File: src/rtl/tmr_pkg.sv
package tmr_pkg;

    localparam int unsigned DATA_W   = 8;
    localparam int unsigned SEL_W    = 3;
    localparam int unsigned RUN_BIT  = 7;
    localparam int unsigned INIT_BIT = 6;
    // Control bits kept in storage: run, initialise and the source select
    localparam logic [DATA_W-1:0] MODE_KEEP = 8'hC7;

    typedef enum logic [1:0] {
        ST_IDLE    = 2'd0,
        ST_COUNT   = 2'd1,
        ST_PRELOAD = 2'd2
    } tmr_state_e;

    // Initialise has priority over run
    function automatic tmr_state_e next_state(input logic run, input logic init);
        if (init)     return ST_PRELOAD;
        else if (run) return ST_COUNT;
        else          return ST_IDLE;
    endfunction

endpackage

File: src/rtl/tmr_edge_sync.sv
module tmr_edge_sync (
    input  logic clk,
    input  logic rst_n,
    input  logic pin,
    output logic rise
);
    logic [2:0] sync_q;

    always_ff @(posedge clk or negedge rst_n) begin
        if (!rst_n) sync_q <= '0;
        else        sync_q <= {sync_q[1:0], pin};
    end

    // sync_q[1] is the second synchronizer stage, sync_q[2] its delayed copy
    assign rise = sync_q[1] & ~sync_q[2];
endmodule

File: src/rtl/tmr_channel.sv
module tmr_channel
    import tmr_pkg::*;
#(
    parameter int unsigned NUM_INT = 7
) (
    input  logic              clk,
    input  logic              rst_n,
    input  logic              run,
    input  logic              init,
    input  logic [SEL_W-1:0]  sel,
    input  logic [NUM_INT-1:0] int_tick,
    input  logic              ext_rise,
    input  logic [DATA_W-1:0] reload,
    output logic [DATA_W-1:0] count,
    output logic              wave,
    output tmr_state_e        state,
    output logic              tick
);
    localparam logic [SEL_W-1:0] EXT_CODE = {SEL_W{1'b1}};

    tmr_state_e state_q;

    // Source selection; a code with no source yields no tick
    always_comb begin
        tick = 1'b0;
        if (sel == EXT_CODE)
            tick = ext_rise;
        else if (32'(sel) < NUM_INT)
            tick = int_tick[sel];
    end

    // State register
    always_ff @(posedge clk or negedge rst_n) begin
        if (!rst_n) state_q <= ST_IDLE;
        else        state_q <= next_state(run, init);
    end

    // Output/datapath process
    always_ff @(posedge clk or negedge rst_n) begin
        if (!rst_n) begin
            count <= '0;
            wave  <= 1'b0;
        end else begin
            unique case (state_q)
                ST_PRELOAD: begin
                    count <= reload;
                    wave  <= 1'b0;
                end
                ST_COUNT: begin
                    if (tick) begin
                        if (count == '0) begin
                            count <= reload;
                            wave  <= ~wave;
                        end else begin
                            count <= count - 1'b1;
                        end
                    end
                end
                ST_IDLE: begin
                    count <= count;
                    wave  <= wave;
                end
                default: begin
                    count <= count;
                    wave  <= wave;
                end
            endcase
        end
    end

    assign state = state_q;
endmodule

File: src/rtl/reload_timer_bank.sv
module reload_timer_bank
    import tmr_pkg::*;
#(
    parameter int unsigned N_TMR   = 4,
    parameter int unsigned NUM_INT = 7,
    parameter int unsigned ADDR_W  = 4
) (
    input  logic                clk,
    input  logic                rst_n,
    input  logic                bus_we,
    input  logic [ADDR_W-1:0]   bus_addr,
    input  logic [DATA_W-1:0]   bus_wdata,
    output logic [DATA_W-1:0]   bus_rdata,
    input  logic [NUM_INT-1:0]  int_tick,
    input  logic [N_TMR-1:0]    ext_pin,
    output logic [N_TMR-1:0]    tmr_out
);
    localparam int unsigned IDX_W = (N_TMR > 1) ? $clog2(N_TMR) : 1;
    localparam int unsigned RGN_W = ADDR_W - IDX_W;
    localparam logic [RGN_W-1:0] RGN_MODE = RGN_W'(0);
    localparam logic [RGN_W-1:0] RGN_BASE = RGN_W'(1);
    localparam logic [RGN_W-1:0] RGN_CNT  = RGN_W'(2);

    logic [RGN_W-1:0] rgn;
    logic [IDX_W-1:0] idx;
    assign rgn = bus_addr[ADDR_W-1:IDX_W];
    assign idx = bus_addr[IDX_W-1:0];

    logic [N_TMR-1:0][DATA_W-1:0] mode_q;
    logic [N_TMR-1:0][DATA_W-1:0] base_q;
    logic [N_TMR-1:0][DATA_W-1:0] cnt_w;
    tmr_state_e [N_TMR-1:0]       st_w;
    logic [N_TMR-1:0]             tick_w;
    logic [N_TMR-1:0]             rise_w;

    // Register writes; the count region has no write path
    always_ff @(posedge clk or negedge rst_n) begin
        if (!rst_n) begin
            mode_q <= '0;
            base_q <= '0;
        end else if (bus_we) begin
            for (int i = 0; i < int'(N_TMR); i++) begin
                if (idx == IDX_W'(i)) begin
                    if (rgn == RGN_MODE) mode_q[i] <= bus_wdata & MODE_KEEP;
                    if (rgn == RGN_BASE) base_q[i] <= bus_wdata;
                end
            end
        end
    end

    // Readback
    always_comb begin
        bus_rdata = '0;
        for (int i = 0; i < int'(N_TMR); i++) begin
            if (idx == IDX_W'(i)) begin
                if (rgn == RGN_MODE) bus_rdata = mode_q[i];
                if (rgn == RGN_BASE) bus_rdata = base_q[i];
                if (rgn == RGN_CNT)  bus_rdata = cnt_w[i];
            end
        end
    end

    for (genvar g = 0; g < int'(N_TMR); g++) begin : g_tmr
        tmr_edge_sync u_sync (
            .clk   (clk),
            .rst_n (rst_n),
            .pin   (ext_pin[g]),
            .rise  (rise_w[g])
        );

        tmr_channel #(.NUM_INT(NUM_INT)) u_chan (
            .clk      (clk),
            .rst_n    (rst_n),
            .run      (mode_q[g][RUN_BIT]),
            .init     (mode_q[g][INIT_BIT]),
            .sel      (mode_q[g][SEL_W-1:0]),
            .int_tick (int_tick),
            .ext_rise (rise_w[g]),
            .reload   (base_q[g]),
            .count    (cnt_w[g]),
            .wave     (tmr_out[g]),
            .state    (st_w[g]),
            .tick     (tick_w[g])
        );
    end
endmodule

File: config.mk
export PLATFORM = sky130hd
export DESIGN_NAME = reload_timer_bank
export DESIGN_NICKNAME = d
export VERILOG_FILES = /design/src/rtl/tmr_pkg.sv /design/src/rtl/tmr_edge_sync.sv /design/src/rtl/tmr_channel.sv /design/src/rtl/reload_timer_bank.sv
export SDC_FILE = /design/constraint.sdc
export NUM_CORES = 1
export LEC_CHECK = 0
export BUFFER_PORTS_ARGS = -buffer_cell sky130_fd_sc_hd__buf_2
export CORE_AREA = 5 5 146 176
export CTS_BUF_LIST = sky130_fd_sc_hd__clkbuf_4
export CTS_CLUSTER_SIZE = 25
export DETAILED_ROUTE_END_ITERATION = 12
export DIE_AREA = 0 0 151 181
export SETUP_SLACK_MARGIN = 0.4
export SLEW_MARGIN = 10
export SYNTH_ARGS = -nofsm -noshare
export SYNTH_HDL_FRONTEND = slang
export SYNTH_HIERARCHICAL = 1
export SYNTH_SLANG_ARGS = --single-unit
File: constraint.sdc
create_clock -name clk -period 2.65 [get_ports clk]
set_input_delay 0.265 -clock clk [delete_from_list [all_inputs] [get_ports clk]]
set_output_delay 0.265 -clock clk [all_outputs]
set_load 0.05 [all_outputs]
=== Yosys cells after proc, flatten, opt, wreduce, memory -nomap -nowiden ===
Cells that the tools add are included.

* Bitwise operators: 12
* Multiplexer cells: 64
* Eq/ne operators: 25
* Add/subtract/negate cells: 4
* Magnitude comparators: 8
* Reductions and logical operators: 26

{| class="wikitable"
|+ Operators by type and width
! cell !! count
|-
| 2-to-1 mux 8 bit || 24
|-
| case mux 8 bit (2 select lines) || 4
|-
| AND reduction 3 bit || 12
|-
| zero test 8 bit || 4
|-
| subtractor 8 x 1 -> 8 bit (second input constant) || 4
|-
| 2-to-1 mux 1 bit || 24
|-
| < comparator 3 x 4 -> 1 bit (second input constant) || 4
|-
| != test 2 x 1 -> 1 bit (second input constant) || 8
|-
| equality test 2 bit (second input constant) || 7
|-
| binary-select mux 1 bit (select 3 bit) || 4
|-
| equality test 2 x 1 -> 1 bit (second input constant) || 6
|-
| equality test 3 bit (second input constant) || 4
|-
| < comparator 3 bit (second input constant) || 4
|-
| 2-to-1 mux 2 bit || 4
|-
| inverter 1 bit || 8
|-
| case mux 1 bit (2 select lines) || 4
|-
| AND reduction 2 bit || 4
|-
| nonzero test 2 bit || 4
|-
| AND 1 bit || 4
|-
| zero test 2 bit || 2
|}

* Flip-flop bits (word level): 108
* Logic and storage cells: 163
* Input port bits: 26

=== Depth between registers and ports, before layout ===
* Word-level depth: 17
* Mapped depth: 8

=== Hierarchy ===
Netlist, hierarchy kept.

{| class="wikitable"
|+ Modules (own cells, without submodules)
! module !! times used !! sequential area each (sq um) !! area an instance (sq um) !! cells an instance
|-
| reload_timer_bank || 1 || 1,301.2 || 2,773.9 || 196
|-
| tmr_channel at g_tmr[2].u_chan ... || 2 || 275.3 || 1,013.5 || 114
|-
| tmr_channel at g_tmr[0].u_chan ... || 2 || 275.3 || 927.1 || 113
|-
| tmr_edge_sync || 4 || 75.1 || 88.8 || 4
|}

=== Least setup slack after synthesis ===
OpenSTA, ideal clock, no wires.

* Kind: in2out
* Start point: input port bus_addr[2]
* End point: output port bus_rdata[5]
* Path slack: 0.502 ns
* Arrival time: 1.883 ns
* Stages: 5
* Cells stage by stage: buf_4 -> buf_6 -> nand2_1 -> mux4_2 -> a21oi_1

* Longest elaborated chain between the ends: 16
* Elaborated cells on any way between the ends: 18
* Those cells by class: eq/ne: 2; mux: 15; reduce/logical: 1

{| class="wikitable"
|+ Ends and longest elaborated chain
! what !! RTL line !! source
|-
| start, declared || reload_timer_bank.sv:11 || <nowiki>input logic [ADDR_W-1:0] bus_addr,</nowiki>
|-
| equality test 2 x 1 -> 1 bit || reload_timer_bank.sv:57 || <nowiki>if (rgn == RGN_BASE) bus_rdata = base_q[i];</nowiki>
|-
| 2-to-1 mux 8 bit || reload_timer_bank.sv:57 ||
|-
| 2-to-1 mux 8 bit || reload_timer_bank.sv:58 || <nowiki>if (rgn == RGN_CNT) bus_rdata = cnt_w[i];</nowiki>
|-
| 2-to-1 mux 8 bit || reload_timer_bank.sv:55 || <nowiki>if (idx == IDX_W'(i)) begin</nowiki>
|-
| 2-to-1 mux 8 bit || reload_timer_bank.sv:56 || <nowiki>if (rgn == RGN_MODE) bus_rdata = mode_q[i];</nowiki>
|-
| 2-to-1 mux 8 bit || reload_timer_bank.sv:57 ||
|-
| 2-to-1 mux 8 bit || reload_timer_bank.sv:58 ||
|-
| 2-to-1 mux 8 bit || reload_timer_bank.sv:55 ||
|-
| 2-to-1 mux 8 bit || reload_timer_bank.sv:56 ||
|-
| 2-to-1 mux 8 bit || reload_timer_bank.sv:57 ||
|-
| 2-to-1 mux 8 bit || reload_timer_bank.sv:58 ||
|-
| 2-to-1 mux 8 bit || reload_timer_bank.sv:55 ||
|-
| 2-to-1 mux 8 bit || reload_timer_bank.sv:56 ||
|-
| 2-to-1 mux 8 bit || reload_timer_bank.sv:57 ||
|-
| 2-to-1 mux 8 bit || reload_timer_bank.sv:58 ||
|-
| 2-to-1 mux 8 bit (*) || reload_timer_bank.sv:55 ||
|-
| end, declared || reload_timer_bank.sv:13 || <nowiki>output logic [DATA_W-1:0] bus_rdata,</nowiki>
|}

Every way passes the cells marked *; elsewhere a longest branch is shown, timed or not.

=== Worst setup path after layout ===
* Start point: register base_q[29] (netlist bit)
* End point: output port bus_rdata[5]

* Longest elaborated chain between the ends: 3

{| class="wikitable"
|+ Ends and longest elaborated chain
! what !! RTL line !! source
|-
| start, declared || reload_timer_bank.sv:30 || <nowiki>logic [N_TMR-1:0][DATA_W-1:0] base_q;</nowiki>
|-
| start signal, assigned by index || reload_timer_bank.sv:45 || <nowiki>if (rgn == RGN_BASE) base_q[i] <= bus_wdata;</nowiki>
|-
| 2-to-1 mux 8 bit || reload_timer_bank.sv:57 ||
|-
| 2-to-1 mux 8 bit || reload_timer_bank.sv:58 ||
|-
| 2-to-1 mux 8 bit || reload_timer_bank.sv:55 ||
|}

No other way between the ends.

==> impl_results.md <==
- Leak pwr: 3.33 nW
- Layout cell share with drive strength beyond 1: 34.6%
- Final hold vios: 0
- Asr flop ratio synth: 100%
- GRT overflow: 0
- Fillers: 2469
- DR vias: 5812
- Worst slew margin: 51.4%
- WP data required: 2.38 ns
- Max-slew violations: 0
- Vias in the first global route: 5576
- Fmax: 438 MHz
- Initial Util: 29.5%
- Max-cap violations: 0
- Number of antenna violations at the first check in global routing: 1
- Vias per cell: 5.43
- Die area: 27300 um^2
- Drc violations: 0
- Drt initial violations: 415
- Total chip power: 7.16 mW
- RSZ-0062 raised after global routing: true
- Root buffer cell: clkbuf_4
- Worst-path cell chain: nand2_1 > mux4_2 > a21oi_1 > buf_4
- Mean Syn Cell Area: 10.5 um^2
- # nets final: 778
- Setup_tns: 0 ns
- Worst clock skew: 0.0285 ns
- Endpoints failing setup: 0
- Syn Inst Count: 666
- Global-route wire length before repair: 32200 um
- Crit path time final: 2.28 ns
- Rows: 62
- Top FF cell, synth: dfrtp_1
- Port Buf Inserts: 37
- Actual slew at the worst max-slew pin: 0.722 ns
- Netlist cell types: 69
- EDFF count, synth: 0
- Total CTS buffers: 9
- Cell area after layout: 8180 um^2
- Worst-Skew Late Latency: 0.50 ns
- Syn nets: 700
- Die height: 181 um
- Die width: 151 um
- Synthesized area: 7010 um^2
- Routability cong.: 0.878
- Seq/Total Area, Yosys: 38.6%
- Post-route ant nets: 0
- Ports: 38
- CTS tree: built
- Drt first pass iters: 5
- Sink Count: 108
- Synth Warn #: 6
- Outcome: complete, no violations
- Critical Setup Path Class: reg2out
- Synth Register Bits: 108
- Crit. End Element: primary output
- PD cells: 875 nW/um^2
- Routed WL: 20600 um
- Max incr delay on CP: 0.50 ns
- Fin crit share: 86.1%
- Hold path start: bus_wdata[3]
- Clk slew on worst S/H paths: 0.17 ns
- Critical path fanouts, max: 4
- Hold Path Class: in2reg
- Max stage delay cell, worst path: mux4_2
- Core area: 23700 um^2
- Peak VDD IR: 0.242 mV
- Worst Path Arrival: 2.02 ns
- Largest net degree at the start of global routing: 49
- Max Root-Sink Buffers: 2
- Crit start category: register
- Routed len/inst: 19.3 um
- Dpl hpwl: 14800 um
- Reg2reg start: g_tmr[1].u_chan/count[1]
- CP Launch Point: base_q[29]
- H-tree depth: 3
- Tot GR Track Use: 15.1%
- Post-DP Area: 7520 um^2
- P&R area growth vs syn: 16.7%
-- cells in the mapped netlist (3+ instances only) --
master     instances  area (um^2)
dfrtp_1          108         2700
mux2_2            58          653
mux2i_1           44          440
nand2_1           39          146
nor3_1            34          170
nor2_1            33          124
o2bb2ai_1         24          210
a31oi_1           18          113
inv_1             18         67.6
nor2b_1           18          113
o21ai_0           18         90.1
nand2b_1          17          106
a211oi_1          14          105
buf_4             13         97.6
a22o_1            12          105
o22ai_1           12         75.1
a21oi_1           11         55.1
clkbuf_1          11         41.3
nand3_1           11         55.1
ha_1               8          100
mux4_2             8          180
o2111ai_1          8         70.1
and2_1             6         37.5
and2b_1            6         45.0
buf_2              6         30.0
o211ai_1           6         45.0
buf_6              5         56.3
nor3b_1            5         37.5
a22oi_1            4         30.0
nor2b_4            4         55.1
nor4_1             4         25.0
o21ai_1            4         20.0
o311a_1            4         40.0
o31a_1             4         35.0
or2_2              4         25.0
or4_1              4         30.0
nor4_4             3         63.8
-- power breakdown --
group / switching [mW] / internal [mW] / total [mW]
clock network: 0.588 / 0.284 / 0.872
registers: 0.699 / 2.12 / 2.82
logic: 1.78 / 1.68 / 3.46
-- final cells by class --
class	instances	area, um^2	area share, %
Multi-Input combinational cell	502	4060	49.7
Sequential cell	108	2730	33.4
Timing Repair Buffer	105	782	9.56
Tap cell	320	400	4.89
Clock buffer	9	67.6	0.826
Inverter	18	67.6	0.826
Clock inverter	7	65.1	0.795
Antenna cell	1	2.50	0.0306
-- cells by family after synthesis --
| family | after synthesis | synth area share (%) |
|---|---|---|
| AOI/OAI and AO/OA | 170 | 19.2 |
| adders and majority gates | 8 | 1.43 |
| buffers and inverters | 56 | 4.44 |
| and+or+nand+nor | 212 | 17.8 |
| DFF | 108 | 38.6 |
| muxes | 112 | 18.6 |
-- sequential cells by signal, summed over array words and instances (netlist names) --
name and count:
g_tmr.u_chan/wave 4, g_tmr.u_chan/state 8, g_tmr.u_chan/count 32, g_tmr.u_sync/sync_q 12, mode_q 20, base_q 32
-- what timing repair did --
action,in CTS,in global routing
endpoints found under the hold margin,50,0
pin swaps,0,7
gates resized for setup,21,33
setup endpoints to repair,14,28
setup buffers,11,32
hold buffers,5,0
-- per-stage QoR --
step / utilization (%) / hold WS (ns) / std cells / setup WS [ns]
after global routing: 34.5 / 0.0717 / 1070 / 0.238
after detailed placement: 31.7 / 0.336 / 1005 / 0.322
after floorplan: - / -0.0306 / 666 / 0.502
after global placement: 31.7 / 0.334 / 1005 / 0.356
final: 34.5 / 0.0980 / 1070 / 0.367
after CTS: 33.0 / 0.0549 / 1037 / 0.296
-- worst max-delay path: cells and delay by family (launching register included) --
kind / cells / cell delay (ns)
and+or+nand+nor: 1 / 0.07
buffers and inverters: 1 / 0.24
AOI/OAI and AO/OA: 1 / 0.23
DFF: 1 / 0.47
muxes: 1 / 0.50
-- cell usage in the layout (no fill, tap or decap), types with 4 or more instances in the layout --
cell | synthesis | layout
or4_1 | 4 | 4
a21oi_1 | 11 | 10
and2b_1 | 6 | 6
o21ai_0 | 18 | 18
a22o_1 | 12 | 12
a22oi_1 | 4 | 4
mux2_2 | 58 | 58
nor2b_4 | 4 | 4
buf_2 | 6 | 28
o2111ai_1 | 8 | 8
clkbuf_4 | 2 | 10
dlygate4sd3_1 | 0 | 5
o211ai_1 | 6 | 6
nor2b_1 | 18 | 17
or2_2 | 4 | 4
nand2_1 | 39 | 39
dfrtp_2 | 0 | 25
nand3_1 | 11 | 11
inv_1 | 18 | 18
o31a_1 | 4 | 4
nor3_1 | 34 | 32
nand2b_1 | 17 | 17
mux2i_1 | 44 | 43
buf_4 | 13 | 65
a31oi_1 | 18 | 18
nor3_2 | 2 | 4
o21ai_1 | 4 | 4
o311a_1 | 4 | 4
nor2_1 | 33 | 33
dfrtp_1 | 108 | 83
mux4_2 | 8 | 8
a211oi_1 | 14 | 14
ha_1 | 8 | 8
o2bb2ai_1 | 24 | 21
o22ai_1 | 12 | 11
and2_1 | 6 | 5
-- routing by layer --
metal	GRT usage, %	wire length [um]	vias to the layer above
met3	1.80	868	32
met1	19.6	8780	2894
met4	4.83	498	0
li1	-	-	2694
met2	25.8	10500	192
met5	0	0	-
-- worst paths after layout --
path / endpoint / slack (ns) / cells past startpoint
worst min-delay path: base_q[3] / 0.1 / 2
worst max register to register: g_tmr[1].u_chan/count[7] / 0.46 / 5
worst max-delay path: bus_rdata[5] / 0.37 / 4
max in group asynchronous: mode_q[1] / 1.54 / 3
min in group asynchronous: g_tmr[1].u_chan/count[4] / 0.31 / 2
worst min register to register: g_tmr[3].u_sync/sync_q[1] / 0.37 / 0
Power figures use the tool's default switching activity.
